[src/rtl/cm_sysctl_pkg.sv]
package cm_sysctl_pkg;

    typedef enum logic [4:0] {
        SEL_NONE,
        SEL_ID,
        SEL_ZERO,
        SEL_OSC,
        SEL_CTRL,
        SEL_BUSCFG,
        SEL_LOCK,
        SEL_AUX,
        SEL_SDRAM,
        SEL_INIT,
        SEL_REFCNT,
        SEL_FLAGS,
        SEL_FLAGS_CLR,
        SEL_NVF,
        SEL_NVF_CLR,
        SEL_PD,
        SEL_PD_ZERO,
        SEL_RSVD
    } sel_e;

    localparam logic [31:0] ID_VALUE       = 32'h411A_3001;
    localparam logic [31:0] BUSCFG_VALUE   = 32'h0010_0000;
    localparam logic [15:0] UNLOCK_KEY     = 16'hA05F;
    localparam logic [31:0] LOCK_OPEN_READ = 32'h0001_A05F;
    localparam logic [31:0] OSC_RST        = 32'h0100_0048;
    localparam logic [31:0] AUX_RST        = 32'h0007_FEFF;
    localparam logic [31:0] SDRAM_RST      = 32'h0001_1122;
    localparam logic [31:0] INIT_RST       = 32'h0000_0112;
    localparam logic [31:0] CTRL_KEEP_MASK = 32'h0000_0005;
    localparam int          CTRL_REMAP_BIT = 2;
    localparam int          CTRL_RST_BIT   = 3;

    localparam int          PD_TEXT_LEN  = 11;
    localparam int          PD_TEXT_BASE = 73;
    localparam logic [8*PD_TEXT_LEN-1:0] PD_TEXT = "CORE-MODULE";

    typedef struct packed {
        logic [31:0] osc;
        logic [31:0] aux;
        logic [31:0] ctrl;
        logic [15:0] lock;
        logic [31:0] sdram;
        logic [31:0] init;
        logic [31:0] flags;
        logic [31:0] nvflags;
        logic        rst_req;
        logic        err;
    } regs_t;

    function automatic logic [4:0] size_code(input int mem_mb);
        if (mem_mb >= 256)      return 5'h10;
        else if (mem_mb >= 128) return 5'h0C;
        else if (mem_mb >= 64)  return 5'h08;
        else if (mem_mb >= 32)  return 5'h04;
        else                    return 5'h00;
    endfunction

    function automatic logic read_ok(input sel_e sel);
        return sel inside {SEL_ID, SEL_ZERO, SEL_OSC, SEL_CTRL, SEL_BUSCFG,
                           SEL_LOCK, SEL_AUX, SEL_SDRAM, SEL_INIT, SEL_REFCNT,
                           SEL_FLAGS, SEL_NVF, SEL_PD, SEL_PD_ZERO, SEL_RSVD};
    endfunction

    function automatic logic write_ok(input sel_e sel);
        return sel inside {SEL_OSC, SEL_CTRL, SEL_LOCK, SEL_AUX, SEL_SDRAM,
                           SEL_INIT, SEL_FLAGS, SEL_FLAGS_CLR, SEL_NVF,
                           SEL_NVF_CLR, SEL_RSVD};
    endfunction

endpackage

[src/rtl/cm_sysctl_decode.sv]
module cm_sysctl_decode
    import cm_sysctl_pkg::*;
#(
    parameter int ADDR_W = 23
) (
    input  logic [ADDR_W-1:0] addr,
    output sel_e              sel,
    output logic [6:0]        pd_idx
);

    logic high_bits;
    logic unused_lsb;

    assign unused_lsb = ^addr[1:0];

    generate
        if (ADDR_W > 9) begin : g_high
            assign high_bits = |addr[ADDR_W-1:9];
        end else begin : g_no_high
            assign high_bits = 1'b0;
        end
    endgenerate

    assign pd_idx = addr[8:2];

    always_comb begin
        sel = SEL_NONE;
        if (high_bits) begin
            sel = SEL_NONE;
        end else if (addr[8]) begin
            sel = addr[7] ? SEL_PD_ZERO : SEL_PD;
        end else begin
            case (addr[7:2])
                6'd0:  sel = SEL_ID;
                6'd1:  sel = SEL_ZERO;
                6'd2:  sel = SEL_OSC;
                6'd3:  sel = SEL_CTRL;
                6'd4:  sel = SEL_BUSCFG;
                6'd5:  sel = SEL_LOCK;
                6'd7:  sel = SEL_AUX;
                6'd8:  sel = SEL_SDRAM;
                6'd9:  sel = SEL_INIT;
                6'd10: sel = SEL_REFCNT;
                6'd12: sel = SEL_FLAGS;
                6'd13: sel = SEL_FLAGS_CLR;
                6'd14: sel = SEL_NVF;
                6'd15: sel = SEL_NVF_CLR;
                6'd32, 6'd33, 6'd34, 6'd35: sel = SEL_RSVD;
                default: sel = SEL_NONE;
            endcase
        end
    end

endmodule

[src/rtl/cm_sysctl_pdrom.sv]
module cm_sysctl_pdrom
    import cm_sysctl_pkg::*;
(
    input  logic [6:0] idx,
    output logic [7:0] data
);

    logic [PD_TEXT_LEN-1:0] hit;
    logic [7:0]             chr [PD_TEXT_LEN];

    generate
        for (genvar g = 0; g < PD_TEXT_LEN; g++) begin : g_char
            assign hit[g] = (int'(idx) == PD_TEXT_BASE + g);
            assign chr[g] = PD_TEXT[8*(PD_TEXT_LEN-1-g) +: 8];
        end
    endgenerate

    always_comb begin
        data = 8'h00;
        for (int i = 0; i < PD_TEXT_LEN; i++) begin
            if (hit[i]) data = chr[i];
        end
    end

    always_comb begin
        assert ($onehot0(hit)) else $error("p_pd_single_hit_r9");
    end

endmodule

[src/rtl/cm_sysctl_refcnt.sv]
module cm_sysctl_refcnt #(
    parameter int CLK_HZ = 125_000_000,
    parameter int REF_HZ = 24_000_000,
    parameter int CNT_W  = 32
) (
    input  logic             clk,
    input  logic             rst_n,
    output logic [CNT_W-1:0] count
);

    localparam int ACC_W = $clog2(CLK_HZ) + 1;

    typedef struct packed {
        logic [ACC_W-1:0] acc;
        logic [CNT_W-1:0] cnt;
    } cnt_t;

    cnt_t           cnt_d, cnt_q;
    logic [ACC_W:0] sum;

    always_comb begin
        cnt_d = cnt_q;
        sum   = {1'b0, cnt_q.acc} + (ACC_W+1)'(REF_HZ);
        if (sum >= (ACC_W+1)'(CLK_HZ)) begin
            cnt_d.acc = ACC_W'(sum - (ACC_W+1)'(CLK_HZ));
            cnt_d.cnt = cnt_q.cnt + 1'b1;
        end else begin
            cnt_d.acc = ACC_W'(sum);
        end
    end

    always_ff @(posedge clk or negedge rst_n) begin
        if (!rst_n) cnt_q <= '0;
        else        cnt_q <= cnt_d;
    end

    assign count = cnt_q.cnt;

    p_acc_bound_r8: assert property (@(posedge clk) disable iff (!rst_n)
        cnt_q.acc < ACC_W'(CLK_HZ));

    p_count_step_r8: assert property (@(posedge clk) disable iff (!rst_n)
        1'b1 |=> ((cnt_q.cnt == $past(cnt_q.cnt)) ||
                  (cnt_q.cnt == $past(cnt_q.cnt) + 1'b1)));

endmodule

[src/rtl/cm_sysctl.sv]
module cm_sysctl
    import cm_sysctl_pkg::*;
#(
    parameter int ADDR_W = 23,
    parameter int MEM_MB = 128,
    parameter int CLK_HZ = 125_000_000,
    parameter int REF_HZ = 24_000_000
) (
    input  logic              clk,
    input  logic              rst_n,
    input  logic [ADDR_W-1:0] bus_addr,
    input  logic              bus_wr,
    input  logic              bus_rd,
    input  logic [31:0]       bus_wdata,
    output logic [31:0]       bus_rdata,
    output logic              remap_en,
    output logic              reset_req,
    output logic [2:0]        mem_size,
    output logic              access_err
);

    localparam logic [31:0] SDRAM_INIT = SDRAM_RST | {27'b0, size_code(MEM_MB)};
    localparam regs_t REGS_RST = '{
        osc:     OSC_RST,
        aux:     AUX_RST,
        ctrl:    32'h0,
        lock:    16'h0,
        sdram:   SDRAM_INIT,
        init:    INIT_RST,
        flags:   32'h0,
        nvflags: 32'h0,
        rst_req: 1'b0,
        err:     1'b0
    };

    sel_e        sel;
    logic [6:0]  pd_idx;
    logic [7:0]  pd_byte;
    logic [31:0] ref_count;
    logic        unlocked;
    regs_t       regs_d, regs_q;

    cm_sysctl_decode #(.ADDR_W(ADDR_W)) u_decode (
        .addr   (bus_addr),
        .sel    (sel),
        .pd_idx (pd_idx)
    );

    cm_sysctl_pdrom u_pdrom (
        .idx  (pd_idx),
        .data (pd_byte)
    );

    cm_sysctl_refcnt #(.CLK_HZ(CLK_HZ), .REF_HZ(REF_HZ), .CNT_W(32)) u_refcnt (
        .clk   (clk),
        .rst_n (rst_n),
        .count (ref_count)
    );

    assign unlocked = (regs_q.lock == UNLOCK_KEY);

    always_comb begin
        regs_d         = regs_q;
        regs_d.rst_req = 1'b0;
        if (bus_wr) begin
            case (sel)
                SEL_OSC:       if (unlocked) regs_d.osc = bus_wdata;
                SEL_AUX:       if (unlocked) regs_d.aux = bus_wdata;
                SEL_CTRL: begin
                    regs_d.ctrl    = (regs_q.ctrl & ~CTRL_KEEP_MASK) |
                                     (bus_wdata & CTRL_KEEP_MASK);
                    regs_d.rst_req = bus_wdata[CTRL_RST_BIT];
                end
                SEL_LOCK:      regs_d.lock    = bus_wdata[15:0];
                SEL_SDRAM:     regs_d.sdram   = bus_wdata;
                SEL_INIT:      regs_d.init    = bus_wdata;
                SEL_FLAGS:     regs_d.flags   = regs_q.flags | bus_wdata;
                SEL_FLAGS_CLR: regs_d.flags   = regs_q.flags & ~bus_wdata;
                SEL_NVF:       regs_d.nvflags = regs_q.nvflags | bus_wdata;
                SEL_NVF_CLR:   regs_d.nvflags = regs_q.nvflags & ~bus_wdata;
                default: ;
            endcase
        end
        regs_d.err = (bus_wr && !write_ok(sel)) || (bus_rd && !read_ok(sel));
    end

    always_ff @(posedge clk or negedge rst_n) begin
        if (!rst_n) regs_q <= REGS_RST;
        else        regs_q <= regs_d;
    end

    always_comb begin
        case (sel)
            SEL_ID:     bus_rdata = ID_VALUE;
            SEL_OSC:    bus_rdata = regs_q.osc;
            SEL_CTRL:   bus_rdata = regs_q.ctrl;
            SEL_BUSCFG: bus_rdata = BUSCFG_VALUE;
            SEL_LOCK:   bus_rdata = unlocked ? LOCK_OPEN_READ : {16'h0, regs_q.lock};
            SEL_AUX:    bus_rdata = regs_q.aux;
            SEL_SDRAM:  bus_rdata = regs_q.sdram;
            SEL_INIT:   bus_rdata = regs_q.init;
            SEL_REFCNT: bus_rdata = ref_count;
            SEL_FLAGS:  bus_rdata = regs_q.flags;
            SEL_NVF:    bus_rdata = regs_q.nvflags;
            SEL_PD:     bus_rdata = {24'h0, pd_byte};
            default:    bus_rdata = 32'h0;
        endcase
    end

    assign remap_en   = ~regs_q.ctrl[CTRL_REMAP_BIT];
    assign reset_req  = regs_q.rst_req;
    assign mem_size   = regs_q.sdram[4:2];
    assign access_err = regs_q.err;

    p_lock_low16_r2: assert property (@(posedge clk) disable iff (!rst_n)
        (bus_wr && sel == SEL_LOCK) |=> (regs_q.lock == $past(bus_wdata[15:0])));

    p_osc_guard_r3: assert property (@(posedge clk) disable iff (!rst_n)
        (bus_wr && (sel == SEL_OSC || sel == SEL_AUX) && regs_q.lock != UNLOCK_KEY)
        |=> ($stable(regs_q.osc) && $stable(regs_q.aux)));

    p_remap_follow_r4: assert property (@(posedge clk) disable iff (!rst_n)
        (bus_wr && sel == SEL_CTRL) |=> (remap_en == !$past(bus_wdata[2])));

    p_ctrl_kept_bits_r4: assert property (@(posedge clk) disable iff (!rst_n)
        (regs_q.ctrl & ~CTRL_KEEP_MASK) == 32'h0);

    p_rst_cause_r5: assert property (@(posedge clk) disable iff (!rst_n)
        reset_req |-> $past(bus_wr && bus_wdata[3]));

    p_flag_clear_r7: assert property (@(posedge clk) disable iff (!rst_n)
        (bus_wr && sel == SEL_FLAGS_CLR) |=> ((regs_q.flags & $past(bus_wdata)) == 32'h0));

    p_rsvd_zero_r10: assert property (@(posedge clk) disable iff (!rst_n)
        (sel == SEL_RSVD) |-> (bus_rdata == 32'h0));

    p_err_cause_r11: assert property (@(posedge clk) disable iff (!rst_n)
        access_err |-> $past(bus_wr || bus_rd));

endmodule

[config.mk]
export PLATFORM = sky130hd
export DESIGN_NAME = cm_sysctl
export DESIGN_NICKNAME = d
export VERILOG_FILES = /design/src/rtl/cm_sysctl_pkg.sv /design/src/rtl/cm_sysctl_decode.sv /design/src/rtl/cm_sysctl_pdrom.sv /design/src/rtl/cm_sysctl_refcnt.sv /design/src/rtl/cm_sysctl.sv
export SDC_FILE = /design/constraint.sdc
export NUM_CORES = 1
export LEC_CHECK = 0
export ABC_AREA = 1
export BUFFER_PORTS_ARGS = -buffer_cell sky130_fd_sc_hd__buf_2
export CAP_MARGIN = 20
export CORE_MARGIN = 4
export CORE_UTILIZATION = 40
export DETAILED_ROUTE_END_ITERATION = 6
export GPL_TIMING_DRIVEN = 0
export SYNTH_ARGS = -nofsm -noshare
export SYNTH_HDL_FRONTEND = slang
export SYNTH_SLANG_ARGS = --single-unit
[constraint.sdc]
create_clock -name clk -period 3.09 [get_ports clk]
set_input_delay 0.309 -clock clk [delete_from_list [all_inputs] [get_ports clk]]
set_output_delay 0.309 -clock clk [all_outputs]
set_load 0.03 [all_outputs]
==> impl_metrics.ini <==
[status]
outcome = completed

[global_route]
grt-ovfl-total = 0
grt_antenna_before_repair = 2
grt_pass1_wl_um = 75800
grt_max_degree = 121
grt_pass1_vias = 13300
grtUsageTotal_pct = 24.5

[layout]
diodes = 0
nNetsFinal = 2249
drive_above_1_share_pct = 14.3
area_growth_pct = 18.2

[die]
fp.dieH_um = 199
ios = 97
initial_core_util_pct = 40.8
rows = 69
coreArea_mm2 = 0.0358
die_width_um = 199
dieArea_mm2 = 0.0396

[drt]
drt_iter0_markers = 1256
viasPerCell = 5.28
wire_per_inst_um = 18.5
drt_wl_total_um = 49300
drcViolationCount = 0
first_pass_iters = 6
num_vias = 14100
ant_nets = 0

[clock_network]
cts_tree = done
root_buffer = clkbuf_16
clockBufferDepth = 3
htree_num_levels = 1
numClockSinks = 266
numCtsBuffers = 30
clk_pin_slew_ns = 0.06
insertion_delay_ns = 0.57

[yosys]
synthCells = 2033
async_flop_share_pct = 100
synth_xor_area_share_pct = 2.76
synthTopCellsByCount = 843 x nand2_1, 235 x dfrtp_1, 183 x o21ai_0
muxShareOfSynthArea_pct = 0
synthAdderAreaFrac_pct = 0.857
yosys-top-cells-area = dfrtp_1 40%, nand2_1 22%, o21ai_0 6.3%
yosysTopAreaCellShare_pct = 40.3
yosysMostFrequentCell = nand2_1
yosysUniqueCellTypes = 36
yosys_warnings = 0
yosysSeqAreaShare_pct = 45.8
netlist_area_mm2 = 0.0146
synth-simple-area-share_pct = 34.6
synth-seq-cells = 266
syn-num-nets = 2102
synth_top_cell_by_area = dfrtp_1
synth_edf_count = 0
syn_area_per_cell_um2 = 7.18
synth_ff_type = dfrtp_1
synth_top_family_by_area = simple AND/OR/NAND/NOR gates
synth_compound_area_share_pct = 9.40

[critical_path]
worst_path_most_repeated_cell = nand2_1
r2r_slack_ns = 0.29
cp.required_ns = 2.78
slowest_delay_ns = 0.38
start_kind = primary input
critical_path_class = primary input to output port
cp-end-kind = output port
cpMaxStageDelayCell = nand2_1
crit_path_cell_trace = buf_2 > inv_1 > ha_1 > o21ai_1 > nand3_1 > nand2_2 > nand2_1 > nand2_1 > nor2_1 > nand2_1 > o21ai_0 > a21oi_1 > nand3_1 > clkbuf_4
path_buf_inv = 3
crit_fanout = 7
arrival_ns = 2.70
cp_top_family = simple AND/OR/NAND/NOR gates

[power]
power.total_mw = 7.45
switchingPower_mw = 1.72
switching_share_pct = 23.1
clkPwrFrac_pct = 49.7
ir_drop_v = 0.000419
p_seq_share_pct = 46.8
leakage_nw = 8.59
p_int_mw = 5.73
power_density_mw_per_mm2 = 432
combPwrFrac_pct = 3.5

[placement]
dp_hpwl_um = 35400
portBuffers = 93
routabilityCongestion = 0.926

[timing]
hold_viol_final = 0
relSlewSlack_pct = 43.3
min_period_ns = 3.01
fin_hold_ws_ns = 0.0390
finClkSkew_ns = 0.0106
report.final.slew_viol_count = 0
setup_violations = 0
tightest_slew_ns = 0.850
fmax_mhz = 332
period_share_pct = 97.5

[worst_hold_path]
hp-class = primary input to register

[flow_run]
cap_violations = 0
repair_timing:
item                                   CTS  global route
resized for setup                       39            80
buffers inserted                         2            16
setup endpoints to repair               32            32
endpoints found under the hold margin   53             0
gates cloned                             0             0
pin swaps                                1             8
hold buffers                             1             0
placed cells by master, fill, tap and decap left out, types with 36 or more instances in the layout:
master	netlist	routed
nand3_1	168	165
inv_1	127	124
o21ai_1	50	51
xor2_1	36	36
dfrtp_1	235	235
nand2_1	843	835
nor2_1	115	110
o21ai_0	183	181
clkbuf_1	34	36
buf_2	30	96
layer usage:
metal	routed length (µm)	global-route usage (%)	share of wire [%]
met4	1610	7.73	3.3
met1	21600	33.5	44
met2	22300	39.2	45
met5	15	0	0.030
met3	3780	4.99	7.7
state kept, by name (all words and copies together) (netlist names):
signal	count
regs_q	207
u_refcnt.count	32
u_refcnt.cnt_q	22
mem_size	3
access_err	1
reset_req	1
logic make-up after synthesis:
| group | count (synthesis) |
|---|---|
| AND/OR/NAND/NOR | 1225 |
| flip-flops | 266 |
| adder cells (fa/ha/maj) | 10 |
| XOR/XNOR | 46 |
| buffers and inverters | 218 |
| AO/OA/AOI/OAI | 268 |
tightest hold or removal path: cells and delay by family:
| kind | cells | cell delay (ns) |
|---|---|---|
| buffers and inverters | 2 | 0.20 |
| AO/OA/AOI/OAI | 1 | 0.08 |
per-stage QoR:
stage          setup WS (ns)  util [%]  setup TNS [ns]  std cells  cell area, µm²
2_1_floorplan          0.569         -               0       2033           14600
3_3_place_gp           -3.35      43.7         -841.52       2587           15600
3_5_place_dp          -0.670      43.9          -12.53       2590           15700
4_1_cts              0.00728      47.1               0       2649           16900
5_1_grt              -0.0195      48.2         -0.0339       2665           17300
6_report              0.0778      48.2               0       2665           17300
power groups by stage:
stage	combinational [mW]	sequential, mW	clock (mW)
floorplan	0.0710	3.55	0
finish	0.263	3.49	3.70
detailed placement	0.253	3.55	0
global route	0.295	3.48	3.90
global placement	0.241	3.55	0
CTS	0.257	3.49	3.75
worst paths after layout:
path / start / end / cells after the start
min in group asynchronous: rst_n / regs_q[186]$_DFFE_PN0P_ / 2
worst min-delay path: bus_wdata[17] / regs_q[195]$_DFFE_PN1P_ / 3
worst max register to register: u_refcnt.cnt_q[41]$_DFF_PN0_ / u_refcnt.count[1]$_DFFE_PN0N_ / 18
worst min register to register: regs_q[213]$_DFFE_PN1P_ / regs_q[213]$_DFFE_PN1P_ / 2
worst max-delay path: bus_addr[2] / bus_rdata[0] / 14
max in group asynchronous: rst_n / u_refcnt.cnt_q[53]$_DFF_PN0_ / 4
cell type report:
class,count,area (µm²)
multi-input combinational,1549,7080
timing repair buffer,115,743
clock buffer,45,908
tap,461,577
fill,3547,18600
clock inverter,11,111
inverter,134,520
buffer,84,627
sequential,266,6700
Note: power is estimated with default switching activity, not from simulation.
